$ cat src/rtl/nxp_pkg.sv
package nxp_pkg;
  localparam int ILEN = 32;

  localparam logic [6:0] OPC_BRANCH = 7'b1100011;
  localparam logic [6:0] OPC_JAL    = 7'b1101111;
  localparam logic [6:0] OPC_JALR   = 7'b1100111;

  typedef enum logic [2:0] {
    CMP_EQ  = 3'b000,
    CMP_NE  = 3'b001,
    CMP_RSV0 = 3'b010,
    CMP_RSV1 = 3'b011,
    CMP_LT  = 3'b100,
    CMP_GE  = 3'b101,
    CMP_LTU = 3'b110,
    CMP_GEU = 3'b111
  } cmp_kind_e;

  // Conditional-branch offset, 13 significant bits, sign-extended to 32.
  function automatic logic [ILEN-1:0] br_offset(input logic [ILEN-1:0] w);
    logic [12:0] raw;
    raw = {w[31], w[7], w[30:25], w[11:8], 1'b0};
    return {{(ILEN-13){raw[12]}}, raw};
  endfunction

  // Direct-jump offset, 21 significant bits, sign-extended to 32.
  function automatic logic [ILEN-1:0] jmp_offset(input logic [ILEN-1:0] w);
    logic [20:0] raw;
    raw = {w[31], w[19:12], w[20], w[30:21], 1'b0};
    return {{(ILEN-21){raw[20]}}, raw};
  endfunction

  // Register-jump displacement, 12 significant bits, sign-extended to 32.
  function automatic logic [ILEN-1:0] reg_offset(input logic [ILEN-1:0] w);
    return {{(ILEN-12){w[31]}}, w[31:20]};
  endfunction
endpackage

$ cat src/rtl/nxp_offsets.sv
module nxp_offsets
  import nxp_pkg::*;
#(
  parameter int XLEN = 32
) (
  input  logic [ILEN-1:0] instr,
  output logic [XLEN-1:0] br_off,
  output logic [XLEN-1:0] jmp_off,
  output logic [XLEN-1:0] reg_off
);
  assign br_off  = XLEN'(signed'(br_offset(instr)));
  assign jmp_off = XLEN'(signed'(jmp_offset(instr)));
  assign reg_off = XLEN'(signed'(reg_offset(instr)));
endmodule

$ cat src/rtl/nxp_compare.sv
module nxp_compare
  import nxp_pkg::*;
#(
  parameter int XLEN = 32
) (
  input  logic [XLEN-1:0] opa,
  input  logic [XLEN-1:0] opb,
  input  logic [2:0]      kind,
  output logic            hit,
  output logic            legal
);
  logic same, below_s, below_u;

  assign same    = (opa == opb);
  assign below_s = ($signed(opa) < $signed(opb));
  assign below_u = (opa < opb);

  always_comb begin
    hit   = 1'b0;
    legal = 1'b1;
    case (cmp_kind_e'(kind))
      CMP_EQ:  hit = same;
      CMP_NE:  hit = !same;
      CMP_LT:  hit = below_s;
      CMP_GE:  hit = !below_s;
      CMP_LTU: hit = below_u;
      CMP_GEU: hit = !below_u;
      default: legal = 1'b0;
    endcase
  end
endmodule

$ cat src/rtl/nxp_unit.sv
module nxp_unit
  import nxp_pkg::*;
#(
  parameter int XLEN      = 32,
  parameter int ALIGN_LG2 = 2
) (
  input  logic [XLEN-1:0] pc_i,
  input  logic [ILEN-1:0] instr_i,
  input  logic [XLEN-1:0] src_a_i,
  input  logic [XLEN-1:0] src_b_i,
  output logic [XLEN-1:0] next_pc_o,
  output logic            taken_o,
  output logic [XLEN-1:0] link_val_o,
  output logic            link_we_o,
  output logic            misalign_o,
  output logic            illegal_o
);
  localparam logic [XLEN-1:0] STEP       = XLEN'(ILEN / 8);
  localparam logic [XLEN-1:0] ALIGN_MASK = (XLEN'(1) << ALIGN_LG2) - XLEN'(1);
  localparam logic [XLEN-1:0] LSB_CLEAR  = ~XLEN'(1);

  logic [6:0] opcode;
  logic [2:0] fn3;
  logic [4:0] rd;
  assign opcode = instr_i[6:0];
  assign fn3    = instr_i[14:12];
  assign rd     = instr_i[11:7];

  // named decode events
  logic is_branch, is_jal, is_jalr_op, jalr_ok;
  assign is_branch  = (opcode == OPC_BRANCH);
  assign is_jal     = (opcode == OPC_JAL);
  assign is_jalr_op = (opcode == OPC_JALR);
  assign jalr_ok    = is_jalr_op && (fn3 == 3'b000);

  logic [XLEN-1:0] br_off, jmp_off, reg_off;
  nxp_offsets #(.XLEN(XLEN)) u_off (
    .instr   (instr_i),
    .br_off  (br_off),
    .jmp_off (jmp_off),
    .reg_off (reg_off)
  );

  logic cond_hit, cond_legal;
  nxp_compare #(.XLEN(XLEN)) u_cmp (
    .opa   (src_a_i),
    .opb   (src_b_i),
    .kind  (fn3),
    .hit   (cond_hit),
    .legal (cond_legal)
  );

  logic [XLEN-1:0] seq_pc, target;
  logic            br_taken;
  assign seq_pc   = pc_i + STEP;
  assign br_taken = is_branch && cond_legal && cond_hit;

  always_comb begin
    if (is_jal)
      target = pc_i + jmp_off;
    else if (is_jalr_op)
      target = (src_a_i + reg_off) & LSB_CLEAR;
    else
      target = pc_i + br_off;
  end

  assign taken_o    = br_taken || is_jal || jalr_ok;
  assign next_pc_o  = taken_o ? target : seq_pc;
  assign link_val_o = seq_pc;
  assign link_we_o  = (is_jal || jalr_ok) && (rd != 5'd0);
  assign misalign_o = taken_o && ((target & ALIGN_MASK) != '0);
  assign illegal_o  = (is_branch && !cond_legal) || (is_jalr_op && !jalr_ok);
endmodule

$ cat config.mk
export PLATFORM = sky130hd
export DESIGN_NAME = nxp_unit
export DESIGN_NICKNAME = d
export VERILOG_FILES = /design/src/rtl/nxp_pkg.sv /design/src/rtl/nxp_offsets.sv /design/src/rtl/nxp_compare.sv /design/src/rtl/nxp_unit.sv
export SDC_FILE = /design/constraint.sdc
export NUM_CORES = 1
export LEC_CHECK = 0
export BUFFER_PORTS_ARGS = -buffer_cell sky130_fd_sc_hd__buf_4
export CAP_MARGIN = 20
export CORE_MARGIN = 2
export CORE_UTILIZATION = 62
export DETAILED_ROUTE_END_ITERATION = 8
export PLACE_DENSITY = 0.88
export REMOVE_ABC_BUFFERS = 1
export SLEW_MARGIN = 0
export SYNTH_ARGS = -nofsm -noshare
export SYNTH_HDL_FRONTEND = slang
export SYNTH_HIERARCHICAL = 1
export SYNTH_SLANG_ARGS = --single-unit
$ cat constraint.sdc
create_clock -name vclk -period 6.7
set_input_delay 0.67 -clock vclk [all_inputs]
set_output_delay 0.67 -clock vclk [all_outputs]
set_load 0.02 [all_outputs]
==> flow_summary_export.csv <==
group,metric,value,unit
global_route,grt_max_degree,54,
min_path,hold_path.class,"primary input to output port",
global_route,grt.overflow.total,0,
worst_setup_path,crit_start,"src_a_i[23]",
worst_setup_path,worst-path-buf-inv,3,
power,power,817.5,uW
place,gp_congestion,1.034,
power,ir_drop,50.05,uV
synth,synth-simple-area-share,0.2164,
timing,fin_crit,5.059,ns
floorplan,die_width,118.4,um
worst_setup_path,crit_top_cell,"buf_4",
worst_setup_path,critPathMaxFanout,25,
cells_and_area,fin_nets,1506,
floorplan,rows,41,
synth,ys_warn_count,6,
global_route,grt_pass1_wl,39.79,mm
clock_tree,post_cts_buffers,0,
timing,fmax,197.7,MHz
synth,netlist_instances,1181,
timing,setup_violations,0,
detailed_routing,wire_per_inst,17.78,um
run_status,status,"complete, no violations",
synth,synthXorXnorAreaFrac,0.1154,
timing,hold_viol_final,0,
worst_setup_path,cp-start-kind,"primary input",
cells_and_area,regArea,0,um^2
timing,period_share,0.7551,
timing,rsz0062_at_grt,"no",
min_path,hold_path_depth,2,
detailed_routing,ant_nets,0,
detailed_routing,route.detailed.drc,0,
timing,worstMarginPinSlew,1.091,ns
detailed_routing,via_per_inst,6.301,
synth,synth.area.mux_share,0.006165,
cells_and_area,fill_cells,1151,
place,hpwl,21.32,mm
clock_tree,ctsResizeCount,0,
synth,synth_top_family_by_area,"compound AO/OA/AOI/OAI gates",
detailed_routing,vias,8947,
run,cap_violations,0,
worst_setup_path,cp_data_arrival_time,4.39,ns
floorplan,ios,196,
global_route,antenna_found_initial,0,
cells_and_area,clkbuf_count,0,
cells_and_area,syn_to_final_growth,10.00,%
timing,slew_viol_final,0,
synth,synth_compound_area_frac,0.3218,
worst_setup_path,worstPathRequired,6.03,ns
place,portBuffers,196,
timing,fin_tns_setup,0,ns
floorplan,fp.coreArea,12720,um^2
synth,syn-mean-instance-area,6.874,um^2
global_route,grtUsageTotal,0.3388,
min_path,min-delay-start,"pc_i[0]",
min_path,hold_end,"link_val_o[0]",
synth,synth_fa_ha_area_frac,0.2001,
worst_setup_path,cpLargestDelayFamily,"compound AO/OA/AOI/OAI gates",
global_route,grt_pass1_vias,8084,
detailed_routing,wirelength,25.24,mm
worst_setup_path,criticalPathCategory,"primary input to output port",
synth,synthDistinctLibCells,87,
power,leakage,4.277,nW
synth,syn_area,8118,um^2
cells_and_area,layout-drive-gt1-share,0.1947,
worst_setup_path,critPathCaptureType,"output port",
detailed_routing,drtIter0Drc,834,
synth,yosysSeqAreaShare,0,
cells_and_area,seq_cells,0,
timing,relSlewSlack,0.2701,
cells_and_area,diodes,0,
worst_setup_path,crit_slowest_cell,"or4_1",
power,p_per_area,91.55,nW/um^2
floorplan,die_h,118.4,um
worst_setup_path,crit_chain,"buf_4 -> ha_1 -> a21oi_2 -> o21ai_1 -> a221oi_2 -> o22ai_1 -> or4_1 -> a31o_1 -> nand3b_1 -> a21o_2 -> inv_2 -> nand2_1 -> a221oi_1 -> o211a_1 -> a2111o_1 -> buf_4",
cells_and_area,post-route-util,0.7019,
floorplan,start_util,0.6381,
worst_setup_path,slowest_delay,0.50,ns
clock_tree,cts_hold_buf,0,
detailed_routing,drt_pass1_iterations,5,
floorplan,die_area,14020,um^2
## report_power, final
group | switching (mW) | leakage (nW) | internal (mW)
Combinational | 0.468 | 4.28 | 0.349
Sequential | 0 | 0 | 0
Clock | 0 | 0 | 0
## synth_stat cells (6+ instances only)
| cell type | instances | share of area |
|---|---|---|
| inv_1 | 61 | 0.028 |
| nand4_1 | 22 | 0.017 |
| o21ai_1 | 11 | 0.0068 |
| or2_2 | 7 | 0.0054 |
| a211oi_1 | 16 | 0.015 |
| a21oi_1 | 126 | 0.078 |
| buf_4 | 101 | 0.093 |
| o21bai_1 | 11 | 0.010 |
| nor2b_1 | 14 | 0.011 |
| clkbuf_1 | 22 | 0.010 |
| ha_1 | 125 | 0.19 |
| a31oi_1 | 16 | 0.012 |
| o21a_1 | 12 | 0.011 |
| and2_1 | 6 | 0.0046 |
| nand2_1 | 101 | 0.047 |
| nand3_1 | 29 | 0.018 |
| o22ai_1 | 8 | 0.0062 |
| xnor2_1 | 67 | 0.072 |
| a21oi_2 | 7 | 0.0076 |
| or3_1 | 7 | 0.0054 |
| a21o_1 | 35 | 0.032 |
| o21ai_0 | 60 | 0.037 |
| nor2_1 | 87 | 0.040 |
| o211ai_1 | 17 | 0.016 |
| and3_1 | 22 | 0.017 |
| nor3_1 | 15 | 0.0092 |
| nand2b_1 | 17 | 0.013 |
| xor2_1 | 40 | 0.043 |
## routing by layer
layer	track usage	share of wire	up-vias
met2	0.5365	0.43	465
met1	0.4858	0.44	4061
met3	0.05309	0.11	48
li1	-	-	4373
met4	0.06324	0.024	0
met5	0	0	-
## worst max path at each step
stage / end / slack, ns / cells past startpoint
after floorplan: next_pc_o[30] / 2.19 / 14
after global placement: next_pc_o[31] / 1.77 / 15
after detailed placement: next_pc_o[31] / 1.68 / 16
after CTS: next_pc_o[31] / 1.67 / 16
after global routing: next_pc_o[31] / 1.46 / 16
final: next_pc_o[31] / 1.64 / 16
## stage by stage
stage	instance area (um^2)	hold WS [ns]	setup WS (ns)	cells
final	8930	1.586	1.641	1420
after global routing	8930	1.592	1.464	1420
after CTS	8930	1.585	1.667	1420
after detailed placement	8930	1.587	1.677	1420
after global placement	8930	1.582	1.774	1420
after floorplan	7221	1.340	2.191	1049
## cell families after synthesis
family,after synthesis
buffers and inverters,195
XOR/XNOR,107
AND/OR/NAND/NOR,354
other,1
AO/OA/AOI/OAI,391
adder cells (fa/ha/maj),128
multiplexers,5
## final cells by class
class | count | area (um^2) | area share
Multi-Input combinational cell | 987 | 6988 | 0.7825
Timing Repair Buffer | 199 | 1494 | 0.1673
Inverter | 62 | 232.7 | 0.02606
Tap cell | 172 | 215.2 | 0.02410
## cells in the final DEF (no fill, tap or decap), types with 22 or more instances in the layout
| cell type | netlist | routed |
|---|---|---|
| nand3_1 | 29 | 29 |
| xnor2_1 | 67 | 67 |
| xor2_1 | 40 | 40 |
| nand4_1 | 22 | 22 |
| a21oi_1 | 126 | 126 |
| nand2_1 | 101 | 101 |
| and3_1 | 22 | 22 |
| ha_1 | 125 | 125 |
| inv_1 | 61 | 61 |
| buf_4 | 101 | 199 |
| a21o_1 | 35 | 35 |
| nor2_1 | 87 | 87 |
| o21ai_0 | 60 | 60 |
Note: power is estimated with default switching activity, not from simulation.
